## config.mk

```make
export PLATFORM = sky130hd
export DESIGN_NAME = banked_pio
export DESIGN_NICKNAME = d
export VERILOG_FILES = /design/src/rtl/pio_pkg.sv /design/src/rtl/pio_ctrl.sv /design/src/rtl/pio_datapath.sv /design/src/rtl/banked_pio.sv
export SDC_FILE = /design/constraint.sdc
export NUM_CORES = 1
export LEC_CHECK = 0
export BUFFER_PORTS_ARGS = -buffer_cell sky130_fd_sc_hd__buf_2
export CAP_MARGIN = 20
export CORE_MARGIN = 2
export CORE_UTILIZATION = 55
export DETAILED_ROUTE_END_ITERATION = 10
export PLACE_DENSITY = 0.76
export SLEW_MARGIN = 20
export SYNTH_ARGS = -nofsm -noshare
export SYNTH_HDL_FRONTEND = slang
export SYNTH_SLANG_ARGS = --single-unit
```

## constraint.sdc

```tcl
create_clock -name clk -period 8.8 [get_ports clk]
set_input_delay 1.76 -clock clk [delete_from_list [all_inputs] [get_ports clk]]
set_output_delay 1.76 -clock clk [all_outputs]
set_load 0.005 [all_outputs]
```

## src/rtl/pio_pkg.sv

```systemverilog
package pio_pkg;

  // Word index inside one bank's register window
  typedef enum logic [3:0] {
    REG_DIR  = 4'd0,
    REG_OUT  = 4'd1,
    REG_SET  = 4'd2,
    REG_CLR  = 4'd3,
    REG_IN   = 4'd4,
    REG_SETR = 4'd5,
    REG_CLRR = 4'd6,
    REG_SETF = 4'd7,
    REG_CLRF = 4'd8,
    REG_STAT = 4'd9
  } regIdx_e;

  localparam int REGS_PER_BANK = 10;

  // Write strobes handed from control to datapath, one set per bank
  typedef struct packed {
    logic wrDir;
    logic setOut;
    logic clrOut;
    logic setRise;
    logic clrRise;
    logic setFall;
    logic clrFall;
    logic clrStat;
  } bankStb_t;

endpackage

```

## src/rtl/pio_ctrl.sv

```systemverilog
module pio_ctrl
  import pio_pkg::*;
#(
  parameter int ADDR_W      = 8,
  parameter int NUM_BANKS   = 2,
  parameter int BANK_BASE   = 'h10,
  parameter int BANK_STRIDE = 'h28,
  parameter int GRPEN_ADDR  = 'h08
) (
  input  logic                  regWe,
  input  logic [ADDR_W-1:0]     regAddr,
  output bankStb_t              bankStb [NUM_BANKS],
  output logic                  wrGrpEn,
  output logic                  rdGrpEn,
  output logic                  rdBankHit,
  output logic [((NUM_BANKS > 1) ? $clog2(NUM_BANKS) : 1)-1:0] rdBank,
  output regIdx_e               rdReg
);

  localparam int BANK_SEL_W = (NUM_BANKS > 1) ? $clog2(NUM_BANKS) : 1;
  localparam int WIN_BYTES  = REGS_PER_BANK * 4;

  logic    bankHit [NUM_BANKS];
  regIdx_e bankIdx [NUM_BANKS];

  assign rdGrpEn = (regAddr == ADDR_W'(GRPEN_ADDR));
  assign wrGrpEn = regWe && rdGrpEn;

  for (genvar b = 0; b < NUM_BANKS; b++) begin : g_dec
    localparam int LO = BANK_BASE + b * BANK_STRIDE;
    logic [ADDR_W-1:0] off;
    logic              we;

    assign off        = regAddr - ADDR_W'(LO);
    assign bankHit[b] = (regAddr >= ADDR_W'(LO)) && (off < ADDR_W'(WIN_BYTES))
                        && (regAddr[1:0] == 2'b00);
    assign bankIdx[b] = regIdx_e'(off[5:2]);
    assign we         = regWe && bankHit[b];

    always_comb begin
      bankStb[b] = '0;
      if (we) begin
        case (bankIdx[b])
          REG_DIR:  bankStb[b].wrDir   = 1'b1;
          REG_SET:  bankStb[b].setOut  = 1'b1;
          REG_CLR:  bankStb[b].clrOut  = 1'b1;
          REG_SETR: bankStb[b].setRise = 1'b1;
          REG_CLRR: bankStb[b].clrRise = 1'b1;
          REG_SETF: bankStb[b].setFall = 1'b1;
          REG_CLRF: bankStb[b].clrFall = 1'b1;
          REG_STAT: bankStb[b].clrStat = 1'b1;
          default:  bankStb[b] = '0;
        endcase
      end
    end
  end

  always_comb begin
    rdBankHit = 1'b0;
    rdBank    = '0;
    rdReg     = REG_DIR;
    for (int b = 0; b < NUM_BANKS; b++) begin
      if (bankHit[b]) begin
        rdBankHit = 1'b1;
        rdBank    = BANK_SEL_W'(b);
        rdReg     = bankIdx[b];
      end
    end
  end

endmodule

```

## src/rtl/pio_datapath.sv

```systemverilog
module pio_datapath
  import pio_pkg::*;
#(
  parameter int NUM_BANKS = 2,
  parameter int BANK_W    = 32,
  parameter int GROUP_W   = 16
) (
  input  logic                          clk,
  input  logic                          rstN,
  input  bankStb_t                      bankStb [NUM_BANKS],
  input  logic                          wrGrpEn,
  input  logic                          rdGrpEn,
  input  logic                          rdBankHit,
  input  logic [((NUM_BANKS > 1) ? $clog2(NUM_BANKS) : 1)-1:0] rdBank,
  input  regIdx_e                       rdReg,
  input  logic [BANK_W-1:0]             wrData,
  input  logic [NUM_BANKS*BANK_W-1:0]   pinIn,
  output logic [BANK_W-1:0]             rdData,
  output logic [NUM_BANKS*BANK_W-1:0]   pinOut,
  output logic [NUM_BANKS*BANK_W-1:0]   pinOe,
  output logic [NUM_BANKS*BANK_W/GROUP_W-1:0] grpIrq,
  output logic [NUM_BANKS*BANK_W-1:0]   statAll,
  output logic [NUM_BANKS*BANK_W/GROUP_W-1:0] grpEnQ
);

  localparam int NUM_PINS   = NUM_BANKS * BANK_W;
  localparam int NUM_GROUPS = NUM_PINS / GROUP_W;

  logic [NUM_BANKS-1:0][BANK_W-1:0] dirA, outA, riseA, fallA, statA, levelA;

  for (genvar b = 0; b < NUM_BANKS; b++) begin : g_bank
    logic [BANK_W-1:0] dirQ, outQ, riseQ, fallQ, statQ;
    logic [BANK_W-1:0] syncA, syncB, prevQ, edgeHit;
    logic [BANK_W-1:0] maskW;
    bankStb_t          stb;

    assign stb     = bankStb[b];
    assign maskW   = wrData;
    assign edgeHit = (syncB & ~prevQ & riseQ) | (~syncB & prevQ & fallQ);

    always_ff @(posedge clk) begin
      if (!rstN) begin
        dirQ  <= '1;
        outQ  <= '0;
        riseQ <= '0;
        fallQ <= '0;
        statQ <= '0;
        syncA <= '0;
        syncB <= '0;
        prevQ <= '0;
      end else begin
        syncA <= pinIn[b*BANK_W +: BANK_W];
        syncB <= syncA;
        prevQ <= syncB;
        if (stb.wrDir) dirQ <= maskW;
        if (stb.setOut)       outQ  <= outQ | maskW;
        else if (stb.clrOut)  outQ  <= outQ & ~maskW;
        if (stb.setRise)      riseQ <= riseQ | maskW;
        else if (stb.clrRise) riseQ <= riseQ & ~maskW;
        if (stb.setFall)      fallQ <= fallQ | maskW;
        else if (stb.clrFall) fallQ <= fallQ & ~maskW;
        // a fresh edge wins over a simultaneous clear
        statQ <= (statQ & ~(stb.clrStat ? maskW : '0)) | edgeHit;
      end
    end

    assign dirA[b]   = dirQ;
    assign outA[b]   = outQ;
    assign riseA[b]  = riseQ;
    assign fallA[b]  = fallQ;
    assign statA[b]  = statQ;
    assign levelA[b] = syncB;
  end

  always_ff @(posedge clk) begin
    if (!rstN) grpEnQ <= '0;
    else if (wrGrpEn) grpEnQ <= wrData[NUM_GROUPS-1:0];
  end

  logic [BANK_W-1:0] rdNext;

  always_comb begin
    rdNext = '0;
    if (rdGrpEn) begin
      rdNext = BANK_W'(grpEnQ);
    end else if (rdBankHit) begin
      case (rdReg)
        REG_DIR:                   rdNext = dirA[rdBank];
        REG_OUT, REG_SET, REG_CLR: rdNext = outA[rdBank];
        REG_IN:                    rdNext = levelA[rdBank];
        REG_SETR, REG_CLRR:        rdNext = riseA[rdBank];
        REG_SETF, REG_CLRF:        rdNext = fallA[rdBank];
        REG_STAT:                  rdNext = statA[rdBank];
        default:                   rdNext = '0;
      endcase
    end
  end

  always_ff @(posedge clk) begin
    if (!rstN) rdData <= '0;
    else       rdData <= rdNext;
  end

  assign statAll = statA;
  assign pinOut  = outA;
  assign pinOe   = ~dirA;

  for (genvar g = 0; g < NUM_GROUPS; g++) begin : g_grp
    assign grpIrq[g] = grpEnQ[g] & (|statAll[g*GROUP_W +: GROUP_W]);
  end

endmodule

```

## src/rtl/banked_pio.sv

```systemverilog
module banked_pio
  import pio_pkg::*;
#(
  parameter int ADDR_W      = 8,
  parameter int NUM_BANKS   = 2,
  parameter int BANK_W      = 32,
  parameter int GROUP_W     = 16,
  parameter int BANK_BASE   = 'h10,
  parameter int BANK_STRIDE = 'h28,
  parameter int GRPEN_ADDR  = 'h08
) (
  input  logic                                clk,
  input  logic                                rstN,
  input  logic                                regWe,
  input  logic [ADDR_W-1:0]                   regAddr,
  input  logic [BANK_W-1:0]                   regWdata,
  output logic [BANK_W-1:0]                   regRdata,
  input  logic [NUM_BANKS*BANK_W-1:0]         pinIn,
  output logic [NUM_BANKS*BANK_W-1:0]         pinOut,
  output logic [NUM_BANKS*BANK_W-1:0]         pinOe,
  output logic [NUM_BANKS*BANK_W/GROUP_W-1:0] grpIrq
);

  localparam int NUM_PINS   = NUM_BANKS * BANK_W;
  localparam int NUM_GROUPS = NUM_PINS / GROUP_W;
  localparam int BANK_SEL_W = (NUM_BANKS > 1) ? $clog2(NUM_BANKS) : 1;

  bankStb_t              bankStb [NUM_BANKS];
  logic                  wrGrpEn, rdGrpEn, rdBankHit;
  logic [BANK_SEL_W-1:0] rdBank;
  regIdx_e               rdReg;
  logic [NUM_PINS-1:0]   statAll;
  logic [NUM_GROUPS-1:0] grpEnQ;

  pio_ctrl #(
    .ADDR_W(ADDR_W), .NUM_BANKS(NUM_BANKS), .BANK_BASE(BANK_BASE),
    .BANK_STRIDE(BANK_STRIDE), .GRPEN_ADDR(GRPEN_ADDR)
  ) uCtrl (
    .regWe(regWe), .regAddr(regAddr), .bankStb(bankStb),
    .wrGrpEn(wrGrpEn), .rdGrpEn(rdGrpEn), .rdBankHit(rdBankHit),
    .rdBank(rdBank), .rdReg(rdReg)
  );

  pio_datapath #(
    .NUM_BANKS(NUM_BANKS), .BANK_W(BANK_W), .GROUP_W(GROUP_W)
  ) uDp (
    .clk(clk), .rstN(rstN), .bankStb(bankStb), .wrGrpEn(wrGrpEn),
    .rdGrpEn(rdGrpEn), .rdBankHit(rdBankHit), .rdBank(rdBank), .rdReg(rdReg),
    .wrData(regWdata), .pinIn(pinIn), .rdData(regRdata), .pinOut(pinOut),
    .pinOe(pinOe), .grpIrq(grpIrq), .statAll(statAll), .grpEnQ(grpEnQ)
  );

endmodule

```

==> flow_summary_export.csv, run 1 <==
group,metric,value,unit
status,status,"complete, no violations",
clocking,clkLatencyLatePin,0.62,ns
global_routing,grt_pass1_wl,112000,um
floorplan,ios,271,
yosys,yosys.area.top_type,"dfxtp_1",
clocking,numCtsBuffers,55,
setup_path,path_max_fanout,95,
route,dr.pass1.iters,6,
setup_path,arrival,6.08,ns
yosys,synth_area,22700,sq um
clocking,clock_tree.root_cell,"clkbuf_16",
clocking,clock_path_buffers,3,
yosys,syn_nets,2935,
global_routing,antenna_found_initial,4,
global_routing,grt_max_degree,119,
setup_path,worst_path_most_repeated_cell,"buf_4",
timing,worst_pin_slew,1.23,ns
route,viasPerCell,6.00,
setup_path,reg2reg_depth,4,
power_and_ir_drop,vdd_drop_max,137,uV
clocking,clock_sinks,548,
global_routing,grt_pass1_vias,19200,
route,drcViolationCount,0,
yosys,synth.distinct_cells,50,
clocking,htree_levels,2,
route,vias,21100,
setup_path,endpoint,"uDp.rdData[0]",
setup_path,reg2reg_to,"uDp.rdData[7]",
setup_path,cp-start-kind,"input pin",
finish,mostFrequentLayoutCell,"nand2_1",
placement,place_ws,2.72,ns
timing,finalHoldViolations,0,
setup_path,reg2reg_from,"uDp.g_bank[1].syncB[7]",
timing,rsz0062_at_grt,"false",
finish,final-instance-count-excl-fill,3521,
timing,setup_viol,0,
route,wl_per_cell,20.8,um
clocking,cts_setup_buffers,0,
floorplan,die_w,207,um
setup_path,rrSetupSlack,6.93,ns
yosys,avgSynthCellArea,8.06,sq um
yosys,yosysWarnings,0,
yosys,synthCells,2821,
floorplan,fp.dieH,207,um
placement,place_inst,3417,
yosys,synth.top_cell.area_share,0.483,
yosys,ys_async_sr_fraction,0,
timing,final.min_clock_period,5.55,ns
setup_path,worstSetupPathType,"in2reg",
route,wl,73200,um
finish,layout_common_cells,"711 x nand2_1, 548 x dfxtp_1, 269 x buf_2",
timing,fmax,180,MHz
power_and_ir_drop,total_power,5510,uW
clocking,cts.repair.resized,0,
clocking,holdBufCountCts,0,
timing,skew,0.0210,ns
clocking,clk_pin_slew_worst_paths,0.06,ns
power_and_ir_drop,power_density,210,nW/um^2
timing,setup_ws,3.25,ns
finish,fillers,3539,
yosys,synth-seq-cells,548,
yosys,synth_edf_count,0,
global_routing,grt_overflow,0,
setup_path,cp_slowest_stage_delay,0.79,ns
timing,drv_slew,0,
timing,period_share,0.631,
finish,drive_above_1_share,0.142,
floorplan,rows,74,
placement,hpwl,46200,um
yosys,ys.flop_type,"dfxtp_1",
timing,slew_headroom,0.158,
setup_path,cp_slowest_cell,"buf_4",
hold_path,hp-class,"reg2reg",
placement,place_congestion,0.928,
finish,fin_nets,3057,
floorplan,core_area,40800,sq um
setup_path,endpoint_kind,"flop",
yosys,synth.area.top_cells,"dfxtp_1 48%, nand2_1 12%, and2_1 5.3%",
clocking,cts_tree,"done",
global_routing,grt_use_total,0.327,
setup_path,cp.required,9.33,ns
placement,portBuffers,270,
finish,syn2layout_area_growth,15.6,%
floorplan,start_util,0.557,
floorplan,dieArea,43000,sq um
yosys,synth_seq_area_share,0.483,
flow_run,cap_violations,0,
route,drtIter0Drc,2812,
setup_path,crit_path_cell_trace,"buf_2 -> inv_1 -> ha_1 -> nand2_1 -> a221oi_1 -> nor2b_4 -> buf_4 -> a22oi_2 -> buf_4 -> nand4_1 -> o2111ai_2 -> buf_4 -> a22oi_1",
setup_path,crit_path_start,"regAddr[3]",
timing,fin_setup_tns,0,ns
route,drtAntennaViolNets,0,
finish,fin_util,0.643,
power_and_ir_drop,leakage,0.0109,uW
## Yosys cell counts, types with 13 or more instances
library cell	instances
nand2_1	711
dfxtp_1	548
a21oi_1	233
nor2_1	211
clkbuf_1	201
and2_1	194
a22oi_1	100
o21ai_0	75
inv_1	73
o211ai_1	65
nand3b_1	64
mux2i_1	63
a311oi_1	53
a21o_1	33
a41oi_1	21
nor3_1	20
nor4_1	18
a2111oi_0	16
buf_2	15
a221oi_1	13
## report_power, final
group / total [uW] / leakage (uW) / internal (uW) / switching [uW]
clock network: 2710 / 0.00105 / 1700 / 1010
registers: 2550 / 0.00445 / 2520 / 27.8
logic: 251 / 0.00544 / 75.1 / 176
total: 5510 / 0.0109 / 4300 / 1220
## worst min-delay path by stage
stage / start / endpoint / slack (ns) / depth (start not counted)
global placement: uDp.g_bank[0].syncA[7] / uDp.g_bank[0].syncB[7] / 0.42 / 1
CTS: uDp.g_bank[0].syncA[5] / uDp.g_bank[0].syncB[5] / 0.43 / 1
global route: uDp.g_bank[0].syncA[5] / uDp.g_bank[0].syncB[5] / 0.43 / 1
floorplan: uDp.g_bank[0].syncA[0] / uDp.g_bank[0].syncB[0] / 0.41 / 1
detailed placement: uDp.g_bank[1].syncA[9] / uDp.g_bank[1].syncB[9] / 0.42 / 1
finish: uDp.g_bank[0].syncA[5] / uDp.g_bank[0].syncB[5] / 0.43 / 1
## per-layer routing
metal  vias to the layer above  global-route usage  share of wire
met2                      1392               0.460           0.41
met5                         -                   0        0.00019
met4                         2               0.109          0.026
li1                       9801                   -              -
met1                      9783               0.495           0.43
met3                       161              0.0705           0.13
## layout make-up
type	instances	area, sq um	area share
diodes	1	2.50	0.0000953
multi-input cells	1968	10700	0.406
clock buffers	71	1580	0.0601
flip-flops and latches	548	11000	0.418
inverters	74	283	0.0108
well taps	532	666	0.0253
clock inverters	31	539	0.0205
repair buffers	296	1570	0.0599
## kinds of logic after synthesis
family,share of synthesized area
DFF,0.483
muxes,0.0297
xor gates and xnor gates,0.00116
and+or+nand+nor,0.247
AOI/OAI and AO/OA,0.183
adders and majority gates,0.00385
buffers and inverters,0.0525
## worst max-delay path: cells and delay by family
kind	cells	cell delay, ns
adders and majority gates	1	0.46
buffers and inverters	5	2.04
AOI/OAI and AO/OA	4	1.22
and+or+nand+nor	3	0.57
## per-stage QoR
step | instance area (sq um) | hold WS (ns)
after detailed placement | 24100 | 0.418
after floorplan | 22700 | 0.412
after global placement | 24100 | 0.419
after global routing | 26300 | 0.430
final | 26300 | 0.429
after CTS | 26200 | 0.430
Power figures use the tool's default switching activity.
==> inputs of run 2 (changes only) <==
--- a/config.mk
+++ b/config.mk
@@ -5,10 +5,11 @@
 export SDC_FILE = /design/constraint.sdc
 export NUM_CORES = 1
 export LEC_CHECK = 0
+export ABC_AREA = 1
 export BUFFER_PORTS_ARGS = -buffer_cell sky130_fd_sc_hd__buf_2
 export CAP_MARGIN = 20
 export CORE_MARGIN = 2
-export CORE_UTILIZATION = 55
+export CORE_UTILIZATION = 53
 export DETAILED_ROUTE_END_ITERATION = 10
 export PLACE_DENSITY = 0.76
 export SLEW_MARGIN = 20
==> constraint.sdc (replaced) <==
create_clock -name clk -period 5 [get_ports clk]
set_input_delay 1 -clock clk [delete_from_list [all_inputs] [get_ports clk]]
set_output_delay 1 -clock clk [all_outputs]
set_load 0.005 [all_outputs]
==> run 2 against run 1 <==
- sequential share of layout area decreased by 0.57 points
- die area is 5.0% higher
- worst setup slack got worse by 2.0 ns
- sequential power rose by 76%
- register-to-register slack worse by 3.1 ns
- non-clock buffer count increased by 10
- synthesized cell count grew 17%
- utilization down 2.4 points
- clock power rose by 57%
- via count up 7.6%
- largest cell class unchanged
==> flow_summary_export.csv, run 2 <==
group,metric,value,unit
status,status,"complete, no violations",
timing,finalHoldViolations,0,
placement,place_inst,4015,
route,drcViolationCount,0,
timing,fin_setup_tns,0,ns
yosys,synth-compound-area-share,0.155,
finish,drive_above_1_share,0.120,
finish,layout_common_cells,"991 x nand2_1, 548 x dfxtp_1, 382 x inv_1",
floorplan,die_w,212,um
global_routing,grt_overflow,0,
route,vias,22700,
finish,fillers,4004,
timing,final.min_clock_period,3.72,ns
clocking,clock_path_buffers,3,
yosys,synth_area,23000,sq um
route,wl,72600,um
yosys,synth.area.top_cells,"dfxtp_1 48%, nand2_1 16%, o21ai_0 6.8%",
yosys,synthCells,3308,
clocking,clock_sinks,548,
timing,fmax,269,MHz
finish,fin_nets,3600,
finish,fin_area,26600,sq um
route,drtIter0Drc,2907,
route,drtAntennaViolNets,0,
floorplan,dieArea,45100,sq um
timing,drv_slew,0,
yosys,yosysWarnings,0,
route,viasPerCell,5.52,
yosys,yosys.area.top_type,"dfxtp_1",
global_routing,grt_use_total,0.316,
yosys,muxShareOfSynthArea,0,
route,wl_per_cell,17.6,um
timing,slew_headroom,0.252,
timing,worst_pin_slew,1.12,ns
finish,final-instance-count-excl-fill,4115,
floorplan,fp.dieH,212,um
clocking,numCtsBuffers,54,
placement,portBuffers,270,
yosys,avgSynthCellArea,6.96,sq um
yosys,synth_seq_area_share,0.476,
setup_path,cp-start-kind,"input pin",
clocking,clk_pin_slew_worst_paths,0.06,ns
global_routing,antenna_found_initial,0,
yosys,synth_most_common_cell,"nand2_1",
floorplan,rows,76,
clocking,cts.repair.resized,0,
clocking,clock_tree.root_cell,"clkbuf_16",
yosys,yosys-top-cells-count,"992 x nand2_1, 548 x dfxtp_1, 382 x inv_1, 313 x o21ai_0, 283 x nor2_1",
finish,fin_util,0.620,
global_routing,grt_max_degree,169,
yosys,synth_top_family_by_area,"simple AND/OR/NAND/NOR gates",
clocking,clkLatencyLatePin,0.61,ns
yosys,ys.flop_type,"dfxtp_1",
yosys,synthAdderAreaFrac,0.00380,
timing,skew,0.0213,ns
setup_path,cp_slowest_cell,"nor2_4",
finish,syn2layout_area_growth,15.7,%
global_routing,grt_pass1_vias,20200,
yosys,syn_nets,3422,
timing,whs,0.406,ns
setup_path,arrival,4.26,ns
power_and_ir_drop,vdd_drop_max,261,uV
yosys,synth_edf_count,0,
yosys,synth-seq-cells,548,
global_routing,grt_pass1_wl,112000,um
clocking,htree_levels,2,
route,dr.pass1.iters,6,
yosys,ys_async_sr_fraction,0,
flow_run,cap_violations,0,
floorplan,ios,271,
clocking,holdBufCountCts,0,
yosys,yosys.area_share.simple,0.267,
floorplan,start_util,0.536,
placement,dpl_cell_area,24800,sq um
setup_path,worst_path_most_repeated_cell,"nand2_1",
placement,place_congestion,0.910,
setup_path,worstSetupPathType,"in2reg",
clocking,cts_tree,"done",
setup_path,cp_slowest_stage_delay,0.91,ns
yosys,synth.distinct_cells,33,
hold_path,hp-class,"reg2reg",
setup_path,cp.required,5.53,ns
timing,period_share,0.745,
setup_path,crit_path_cell_trace,"buf_2 -> clkinv_1 -> ha_1 -> nand2_1 -> nand3_1 -> nand2_1 -> nor2_4 -> nand3_1 -> nand2_1 -> nand2_1 -> nor2_4 -> nand2_1 -> nand4_1 -> nor2_1 -> nor2_1",
finish,diodes,0,
finish,mostFrequentLayoutCell,"nand2_1",
timing,rsz0062_at_grt,"false",
timing,setup_viol,0,
power_and_ir_drop,power_density,347,nW/um^2
yosys,synthXorXnorAreaFrac,0,
placement,hpwl,44400,um
power_and_ir_drop,leakage,0.0136,uW
yosys,synth.top_cell.area_share,0.476,
floorplan,core_area,43000,sq um
setup_path,endpoint_kind,"flop",
setup_path,path_max_fanout,31,
clocking,cts_setup_buffers,0,
-- run 2: cell count changes after synthesis, sizes merged, moves of 60 or more --
| cell | change |
|---|---|
| inv | +311 |
| nand2 | +282 |
| o21ai | +247 |
| and2 | -194 |
| nand3 | +170 |
| a22oi | -101 |
| nor2 | +78 |
| nand3b | -64 |
| mux2i | -63 |
| a31oi | +62 |
| clkbuf | -60 |
-- run 2: kinds of logic (layout without fill, tap and decap cells) --
| kind of cell | count (synthesis) | in the layout |
|---|---|---|
| DFF | 548 | 548 |
| and+or+nand+nor | 1523 | 1523 |
| adders and majority gates | 7 | 7 |
| buffers and inverters | 575 | 797 |
| AOI/OAI and AO/OA | 655 | 655 |
-- run 2: final timing paths --
| check | from | depth (start not counted) | slack, ns | endpoint |
|---|---|---|---|---|
| setup / recovery | regAddr[3] | 15 | 1.28 | uDp.rdData[10] |
| hold / removal | uDp.g_bank[1].syncA[9] | 2 | 0.41 | uDp.g_bank[1].syncB[9] |
| setup reg to reg | uDp.g_bank[1].dirQ[19] | 6 | 3.79 | uDp.rdData[19] |
| hold reg to reg | uDp.g_bank[1].syncA[9] | 2 | 0.41 | uDp.g_bank[1].syncB[9] |
-- run 2: per-layer routing --
metal	vias to the layer above	part of all wire	global-route usage
met1	10400	0.43	0.445
met4	0	0.033	0.110
met3	178	0.11	0.0607
li1	11000	-	-
met5	-	0	0
met2	1232	0.43	0.486
-- run 2: area by class of cell --
class | instances | area [sq um] | share of cell area
Clock buffer | 70 | 1520 | 0.0572
Clock inverter | 30 | 340 | 0.0128
Inverter | 391 | 1480 | 0.0554
Multi-Input combinational cell | 2185 | 9900 | 0.372
Sequential cell | 548 | 11000 | 0.412
Tap cell | 585 | 732 | 0.0275
Timing Repair Buffer | 306 | 1690 | 0.0636
-- run 2: stage by stage --
stage          setup WS, ns  total power, uW
6_report               1.28             9250
5_1_grt                1.03             9520
4_1_cts                1.39             9270
3_5_place_dp          0.801             5080
3_3_place_gp          0.850             5080
2_1_floorplan          1.82             4870
-- run 2: critical path: cells and delay by family --
kind | cells | cell delay [ns]
and+or+nand+nor | 12 | 2.37
adders and majority gates | 1 | 0.47
buffers and inverters | 2 | 0.41
-- run 2: power by group --
group / internal, uW / total [uW] / switching, uW
clock: 2510 / 4250 / 1750
sequential: 4440 / 4480 / 40.7
combinational: 140 / 518 / 377
total: 7090 / 9250 / 2170
